File: config.mk
export PLATFORM = sky130hd
export DESIGN_NAME = vbl_nmi_gen
export DESIGN_NICKNAME = d
export VERILOG_FILES = /design/src/rtl/vbl_nmi_pkg.sv /design/src/rtl/vbl_dot_counter.sv /design/src/rtl/vbl_flag_ctrl.sv /design/src/rtl/vbl_nmi_out.sv /design/src/rtl/vbl_nmi_gen.sv
export SDC_FILE = /design/constraint.sdc
export NUM_CORES = 1
export LEC_CHECK = 0
export BUFFER_PORTS_ARGS = -buffer_cell sky130_fd_sc_hd__clkbuf_2
export CAP_MARGIN = 10
export CORE_MARGIN = 2
export CORE_UTILIZATION = 55
export DETAILED_ROUTE_END_ITERATION = 7
export PLACE_DENSITY = 0.7
export RECOVER_POWER = 25
export SETUP_SLACK_MARGIN = 0.3
export SYNTH_ARGS = -nofsm -noshare
export SYNTH_HDL_FRONTEND = slang
export SYNTH_SLANG_ARGS = --single-unit
export TNS_END_PERCENT = 1
File: constraint.sdc
create_clock -name clk -period 2.2 [get_ports clk]
set_input_delay 0.22 -clock clk [delete_from_list [all_inputs] [get_ports clk]]
set_output_delay 0.22 -clock clk [all_outputs]
set_load 0.01 [all_outputs]
File: src/rtl/vbl_nmi_pkg.sv
package vbl_nmi_pkg;

  // default frame geometry
  localparam int DEF_DOTS        = 341;
  localparam int DEF_LINES       = 262;
  localparam int DEF_ONSET_LINE  = 241;
  localparam int DEF_ONSET_DOT   = 1;
  localparam int DEF_CLEAR_LINE  = 261;
  localparam int DEF_CLEAR_DOT   = 1;

  // one-dot strobes decoded from the raster position
  typedef struct packed {
    logic pre;    // dot just before blanking onset
    logic onset;  // blanking onset dot
    logic clear;  // flag clear dot
  } frame_evt_t;

endpackage

File: src/rtl/vbl_dot_counter.sv
module vbl_dot_counter
  import vbl_nmi_pkg::*;
#(
  parameter int DOTS       = DEF_DOTS,
  parameter int LINES      = DEF_LINES,
  parameter int ONSET_LINE = DEF_ONSET_LINE,
  parameter int ONSET_DOT  = DEF_ONSET_DOT,
  parameter int CLEAR_LINE = DEF_CLEAR_LINE,
  parameter int CLEAR_DOT  = DEF_CLEAR_DOT
) (
  input  logic       clk,
  input  logic       rst,
  output frame_evt_t evt
);

  localparam int X_W = (DOTS  > 1) ? $clog2(DOTS)  : 1;
  localparam int Y_W = (LINES > 1) ? $clog2(LINES) : 1;

  // the dot before onset may sit on the previous line
  localparam int PRE_DOT_I  = (ONSET_DOT == 0) ? DOTS - 1 : ONSET_DOT - 1;
  localparam int PRE_LINE_I = (ONSET_DOT != 0) ? ONSET_LINE :
                              ((ONSET_LINE == 0) ? LINES - 1 : ONSET_LINE - 1);

  localparam logic [X_W-1:0] X_LAST  = X_W'(DOTS - 1);
  localparam logic [Y_W-1:0] Y_LAST  = Y_W'(LINES - 1);
  localparam logic [X_W-1:0] X_PRE   = X_W'(PRE_DOT_I);
  localparam logic [Y_W-1:0] Y_PRE   = Y_W'(PRE_LINE_I);
  localparam logic [X_W-1:0] X_ONSET = X_W'(ONSET_DOT);
  localparam logic [Y_W-1:0] Y_ONSET = Y_W'(ONSET_LINE);
  localparam logic [X_W-1:0] X_CLEAR = X_W'(CLEAR_DOT);
  localparam logic [Y_W-1:0] Y_CLEAR = Y_W'(CLEAR_LINE);

  logic [X_W-1:0] dot_q;
  logic [Y_W-1:0] line_q;

  always_ff @(posedge clk) begin
    if (rst) begin
      dot_q  <= '0;
      line_q <= '0;
    end else if (dot_q == X_LAST) begin
      dot_q  <= '0;
      line_q <= (line_q == Y_LAST) ? '0 : line_q + 1'b1;
    end else begin
      dot_q  <= dot_q + 1'b1;
    end
  end

  always_comb begin
    evt.pre   = (line_q == Y_PRE)   && (dot_q == X_PRE);
    evt.onset = (line_q == Y_ONSET) && (dot_q == X_ONSET);
    evt.clear = (line_q == Y_CLEAR) && (dot_q == X_CLEAR);
  end

endmodule

File: src/rtl/vbl_flag_ctrl.sv
module vbl_flag_ctrl
  import vbl_nmi_pkg::*;
(
  input  logic       clk,
  input  logic       rst,
  input  frame_evt_t evt,
  input  logic       rd,
  output logic       vbl_q,
  output logic       vbl_d,
  output logic       pend_q,
  output logic       rd_vbl_q
);

  logic pend_d;

  // pending is live only during the onset dot; a read there consumes it
  always_comb begin
    if (evt.pre)
      pend_d = 1'b1;
    else if (evt.onset || rd)
      pend_d = 1'b0;
    else
      pend_d = pend_q;
  end

  always_comb begin
    vbl_d = vbl_q;
    if (evt.onset)
      vbl_d = pend_q && !rd;
    else if (evt.clear || rd)
      vbl_d = 1'b0;
  end

  always_ff @(posedge clk) begin
    if (rst) begin
      pend_q   <= 1'b0;
      vbl_q    <= 1'b0;
      rd_vbl_q <= 1'b0;
    end else begin
      pend_q <= pend_d;
      vbl_q  <= vbl_d;
      if (rd)
        rd_vbl_q <= vbl_q;
    end
  end

endmodule

File: src/rtl/vbl_nmi_out.sv
module vbl_nmi_out (
  input  logic clk,
  input  logic rst,
  input  logic wr,
  input  logic wr_en_bit,
  input  logic vbl_d,
  output logic en_q,
  output logic nmi_n
);

  logic en_d;

  always_comb en_d = wr ? wr_en_bit : en_q;

  // registered from next-state values so the pin lines up with the flag
  always_ff @(posedge clk) begin
    if (rst) begin
      en_q  <= 1'b0;
      nmi_n <= 1'b1;
    end else begin
      en_q  <= en_d;
      nmi_n <= !(en_d && vbl_d);
    end
  end

endmodule

File: src/rtl/vbl_nmi_gen.sv
module vbl_nmi_gen
  import vbl_nmi_pkg::*;
#(
  parameter int DOTS       = DEF_DOTS,
  parameter int LINES      = DEF_LINES,
  parameter int ONSET_LINE = DEF_ONSET_LINE,
  parameter int ONSET_DOT  = DEF_ONSET_DOT,
  parameter int CLEAR_LINE = DEF_CLEAR_LINE,
  parameter int CLEAR_DOT  = DEF_CLEAR_DOT
) (
  input  logic clk,
  input  logic rst,
  input  logic stat_rd,
  input  logic ctrl_wr,
  input  logic ctrl_nmi_en,
  output logic stat_vbl,
  output logic nmi_n
);

  frame_evt_t evt;
  logic       vbl_q;
  logic       vbl_d;
  logic       pend_q;
  logic       nmi_en_q;

  vbl_dot_counter #(
    .DOTS(DOTS), .LINES(LINES),
    .ONSET_LINE(ONSET_LINE), .ONSET_DOT(ONSET_DOT),
    .CLEAR_LINE(CLEAR_LINE), .CLEAR_DOT(CLEAR_DOT)
  ) raster_i (
    .clk (clk),
    .rst (rst),
    .evt (evt)
  );

  vbl_flag_ctrl flag_i (
    .clk      (clk),
    .rst      (rst),
    .evt      (evt),
    .rd       (stat_rd),
    .vbl_q    (vbl_q),
    .vbl_d    (vbl_d),
    .pend_q   (pend_q),
    .rd_vbl_q (stat_vbl)
  );

  vbl_nmi_out nmi_i (
    .clk       (clk),
    .rst       (rst),
    .wr        (ctrl_wr),
    .wr_en_bit (ctrl_nmi_en),
    .vbl_d     (vbl_d),
    .en_q      (nmi_en_q),
    .nmi_n     (nmi_n)
  );

endmodule

# Word-level counts from Yosys, hierarchy flattened
# Cells that the tools add are included.
dict set report totals {
  in_bits 5
  ff_bits 23
  wordCells 31
  output_inout_bits 2
}
dict set report classes {
  muxes 6
  n_eq_ne 4
  reduce_logical 12
  n_addsub 2
}
# op n
set op_table {}
lappend op_table {{$add 9x1->9 const B} 2}
lappend op_table {{$eq 9x9->1 const B} 2}
lappend op_table {{$eq 9x1->1 const B} 1}
lappend op_table {{$eq 9x8->1 const B} 1}
lappend op_table {{$logic_not 9->1} 1}
lappend op_table {{$mux 9} 1}
lappend op_table {{$logic_and 1x1->1} 5}
lappend op_table {{$mux 1} 5}
lappend op_table {{$logic_not 1->1} 2}
lappend op_table {{$logic_or 1x1->1} 2}
lappend op_table {{$reduce_bool 2->1} 1}
lappend op_table {{$reduce_or 2->1} 1}

# Longest topological paths before layout
dict set report depth {
  ltp_word 7
  depth_mapped 7
}

# By module
# A second synthesis with hierarchy kept.
dict set report hier_totals {
  hier_cells 121
  hier_area_um2 1089.8
}
# mod seq_area_each_um2 area_each_um2 instances cells_each
set modules_own_cells {}
lappend modules_own_cells {vbl_dot_counter 360.3 902.1 1 104}
lappend modules_own_cells {vbl_flag_ctrl 60.1 125.1 1 12}
lappend modules_own_cells {vbl_nmi_out 40.0 62.6 1 5}

# Worst setup path after synthesis
# No wires, ideal clock.
dict set report synth_timing {
  kind {register to register}
  start {register raster_i.dot_q[0]}
  end {register raster_i.line_q[5]}
  t_arrival_ns 1.601
  stages_incl_launch_ff 8
  path_slack_ns 0.480
  setup_time_ns 0.119
  cell_sequence {dfxtp_1 > inv_1 > ha_1 > or4b_4 > buf_6 > nor4_4 > xnor2_1 > nor2_1}
}
dict set report synth_between {
  elab_chain_cells 1
}
# item line_no
set synth_rtl {}
lappend synth_rtl {{start: declaration} vbl_dot_counter.sv:33} ;# logic [X_W-1:0] dot_q;
lappend synth_rtl {{start signal: assignment} vbl_dot_counter.sv:44} ;# dot_q <= dot_q + 1'b1;
lappend synth_rtl {{$eq 9x9->1} vbl_dot_counter.sv:40} ;# end else if (dot_q == X_LAST) begin
lappend synth_rtl {{end signal: assignment} vbl_dot_counter.sv:42} ;# line_q <= (line_q == Y_LAST) ? '0 : line_q + 1'b1;
lappend synth_rtl {{end: declaration} vbl_dot_counter.sv:34} ;# logic [Y_W-1:0] line_q;
# Every way passes these cells.
# A chain may end at the register's enable or synchronous reset.

# Final worst setup path
dict set report layout_timing {
  start {register raster_i.line_q[4]}
  end {register flag_i.vbl_q}
}
dict set report layout_between {
  elab_chain_cells 5
  elab_cells_between_ends 7
}
# item line_no
set layout_rtl {}
lappend layout_rtl {{$eq 9x9->1} vbl_dot_counter.sv:51} ;# evt.clear = (line_q == Y_CLEAR) && (dot_q == X_CLEAR);
lappend layout_rtl {{$logic_and 1x1->1} vbl_dot_counter.sv:51}
lappend layout_rtl {{$logic_or 1x1->1} vbl_flag_ctrl.sv:30} ;# else if (evt.clear || rd)
lappend layout_rtl {{$mux 1} vbl_flag_ctrl.sv:30}
lappend layout_rtl {{$mux 1 *} vbl_flag_ctrl.sv:28} ;# if (evt.onset)
lappend layout_rtl {{end signal: assignment} vbl_flag_ctrl.sv:41} ;# vbl_q <= vbl_d;
lappend layout_rtl {{end: declaration} vbl_flag_ctrl.sv:8} ;# output logic vbl_q,
# Mark *: on every way between the ends. The rest lies on a longest branch, timed or not.

==> summary.txt <==
run status - complete, no violations
Fmax - 0.544 GHz
drt wl/cell - 12.1 um
GRT overflow - 0
slew margin rel. - 0.575
VDD IR-drop max - 0.404 mV
Final HPWL DP - 1430 um
Max Cap Violations - 0
gp weighted congestion - 0.819
Worst Max-Slew Pin Slew - 0.629 ns
share of layout cells above drive strength 1 - 0.156
Ys Warns - 0
Diodes inserted - 0
Syn Inst Count - 124
register area share after synthesis - 0.389
Post-Layout Inst Area - 0.00130 mm^2
Mapped Area - 0.00118 mm^2
post-synth cell types - 33
Die Span X - 50.4 um
via/cell ratio - 5.41
Power Dens Cells - 524 mW/mm^2
Clock Skew - 0.0162 ns
number of core rows - 16
Final min period - 1.84 ns
# clock sinks - 23
Sum Neg Setup Slack - 0 ns
Starting Density - 0.591
met3 global-route usage - 0.0268
gr usage total - 0.181
RSZ-0062 raised after global routing - yes
vias in the first global route - 836
drc violations - 0
largest net degree at the start of global routing - 13
cts hold-fix bufs - 0
critical path capture point type - register
Post-DP Area - 0.00125 mm^2
Mean Syn Cell Area - 9.54 um^2
clock buffer depth - 2
drt first pass iters - 4
root buffer cell - clkbuf_4
height of the die - 50.4 um
post-route total power - 0.684 mW
leading area contributor after synthesis - dfxtp_1
top cells by area, synth - dfxtp_1 39%, nor4_4 7.2%, nor2_1 6.3%
CTS Buf Count - 3
Final Hold Vio Count - 0
Filler Cell Count - 189
M2 GR Usage - 0.309
Worst Setup Start Kind - register
Final ANT Viol Nets - 0
Worst EP required - 2.39 ns
post-route clock period utilization - 0.835
total number of vias - 877
final setup fails - 0
Synth top area share - 0.389
Clock Latency Late Sink - 0.30 ns
initial antenna violation count - 0
Leak - 0.482 nW
Crit path arrival time - 2.03 ns
clock transition at the registers of the reported paths - 0.13 ns
TritonCTS clock tree - yes
crit path kind - register to register
# port buffers - 6
Hold WS - 0.220 ns
crit path max fanout - 6
Slew Limit Fails - 0
initial DRC count - 14
Nets - 146
final WL - 1970 um
die area - 0.00254 mm^2
H-tree depth - 1
min-delay worst type - input port to register
fin util - 0.651
GR peak layer - met2
IO Pins - 7
core area - 0.00200 mm^2
synth-to-layout area growth - 10.3%
M1 GR Usage - 0.237
global-route wire length before repair - 3590 um
FF+latch count, synth - 23
Net Count, Synth - 134
[flip-flops by register name (all words and copies together) (netlist names)]
signal / count
raster_i.dot_q: 9
flag_i.vbl_q: 1
raster_i.line_q: 9
flag_i.pend_q: 1
nmi_i.nmi_n: 1
flag_i.rd_vbl_q: 1
nmi_i.en_q: 1
[power by group]
group,internal [mW],switching (mW),leakage (nW),total [mW]
Combinational,0.0322,0.0354,0.279,0.0677
Clock,0.0704,0.116,0.0150,0.186
Sequential,0.422,0.00717,0.187,0.430
[cell families (layout without fill, tap and decap cells)]
family          count (synthesis)  count (layout)  synth area share
buf+inv                        11              22            0.0413
fa+ha+maj                       5               5            0.0529
xor+xnor                       14              14             0.104
compound gates                 10              10            0.0603
flops                          23              23             0.389
mux                             2               2            0.0169
simple gates                   59              59             0.335
[path summary, 6_finish.rpt]
path,from,endpoint,slack (ns),cells after the start
max reg2reg,raster_i.line_q[4]$_SDFFE_PP0P_,flag_i.vbl_q$_SDFF_PP0_,0.36,4
min reg2reg,raster_i.dot_q[0]$_SDFF_PP0_,raster_i.dot_q[0]$_SDFF_PP0_,0.46,1
max,raster_i.line_q[4]$_SDFFE_PP0P_,flag_i.vbl_q$_SDFF_PP0_,0.36,4
min,stat_rd,flag_i.rd_vbl_q$_SDFFE_PP0P_,0.22,3
[cells in the mapped netlist (all sizes together)]
library cell / n
a41o: 1
xor2: 6
o31ai: 1
or4: 2
or2: 1
dfxtp: 23
a21o: 1
inv: 7
a311o: 1
nand4: 5
clkbuf: 2
or4b: 2
xnor2: 8
buf: 2
nor3: 4
a41oi: 1
mux2i: 2
o211ai: 1
nand2b: 2
nor2: 20
ha: 5
a21oi: 2
nand2: 4
nand3: 7
nor4: 6
o21ai: 2
nor4b: 2
and3: 1
and4: 3
[through the flow]
| stage | setup WS (ns) | instances |
|---|---|---|
| after detailed placement | 0.325 | 156 |
| after floorplan | 0.480 | 124 |
| after global routing | 0.275 | 162 |
| final | 0.362 | 162 |
| after CTS | 0.355 | 162 |
| after global placement | 0.375 | 156 |
[timing repair]
action | CTS | global route
endpoints found under the setup margin | 1 | 10
setup buffers | 2 | 0
resized for setup | 0 | 5
pin swaps | 0 | 4
[metal layers]
layer	wire, um	share of wire	up-vias
met4	21	0.011	0
li1	-	-	461
met3	41	0.021	2
met5	0	0	-
met1	1000	0.51	406
met2	899	0.46	8
[layout by cell type, fill, tap and decap left out, drive strengths merged]
| master | synthesis | layout |
|---|---|---|
| buf | 2 | 4 |
| nand3 | 7 | 7 |
| nand2b | 2 | 2 |
| xnor2 | 8 | 8 |
| o211ai | 1 | 1 |
| nand4 | 5 | 5 |
| or2 | 1 | 1 |
| a311o | 1 | 1 |
| o31ai | 1 | 1 |
| dfxtp | 23 | 23 |
| a21oi | 2 | 2 |
| and4 | 3 | 3 |
| nor3 | 4 | 4 |
| or4b | 2 | 2 |
| a41oi | 1 | 1 |
| nor2 | 20 | 20 |
| nor4 | 6 | 6 |
| mux2i | 2 | 2 |
| xor2 | 6 | 6 |
| and3 | 1 | 1 |
| clkbuf | 2 | 11 |
| o21ai | 2 | 2 |
| a21o | 1 | 1 |
| ha | 5 | 5 |
| or4 | 2 | 2 |
| nand2 | 4 | 4 |
| inv | 7 | 7 |
| a41o | 1 | 1 |
| nor4b | 2 | 2 |
[critical path, stage by stage (launching register included)]
cell	delay [ns]
dfxtp_1	0.38
or4b_1	0.59
nor4b_4	0.31
o211ai_1	0.15
a41o_1	0.28
[area by class of cell]
cell class	instances	area, um^2	area share
multi-input combinational	90	673	0.516
sequential	23	467	0.358
timing repair buffer	11	77.6	0.0595
tap	27	33.8	0.0259
clock buffer	4	26.3	0.0202
inverter	7	26.3	0.0202
(Power assumes the default switching activity.)
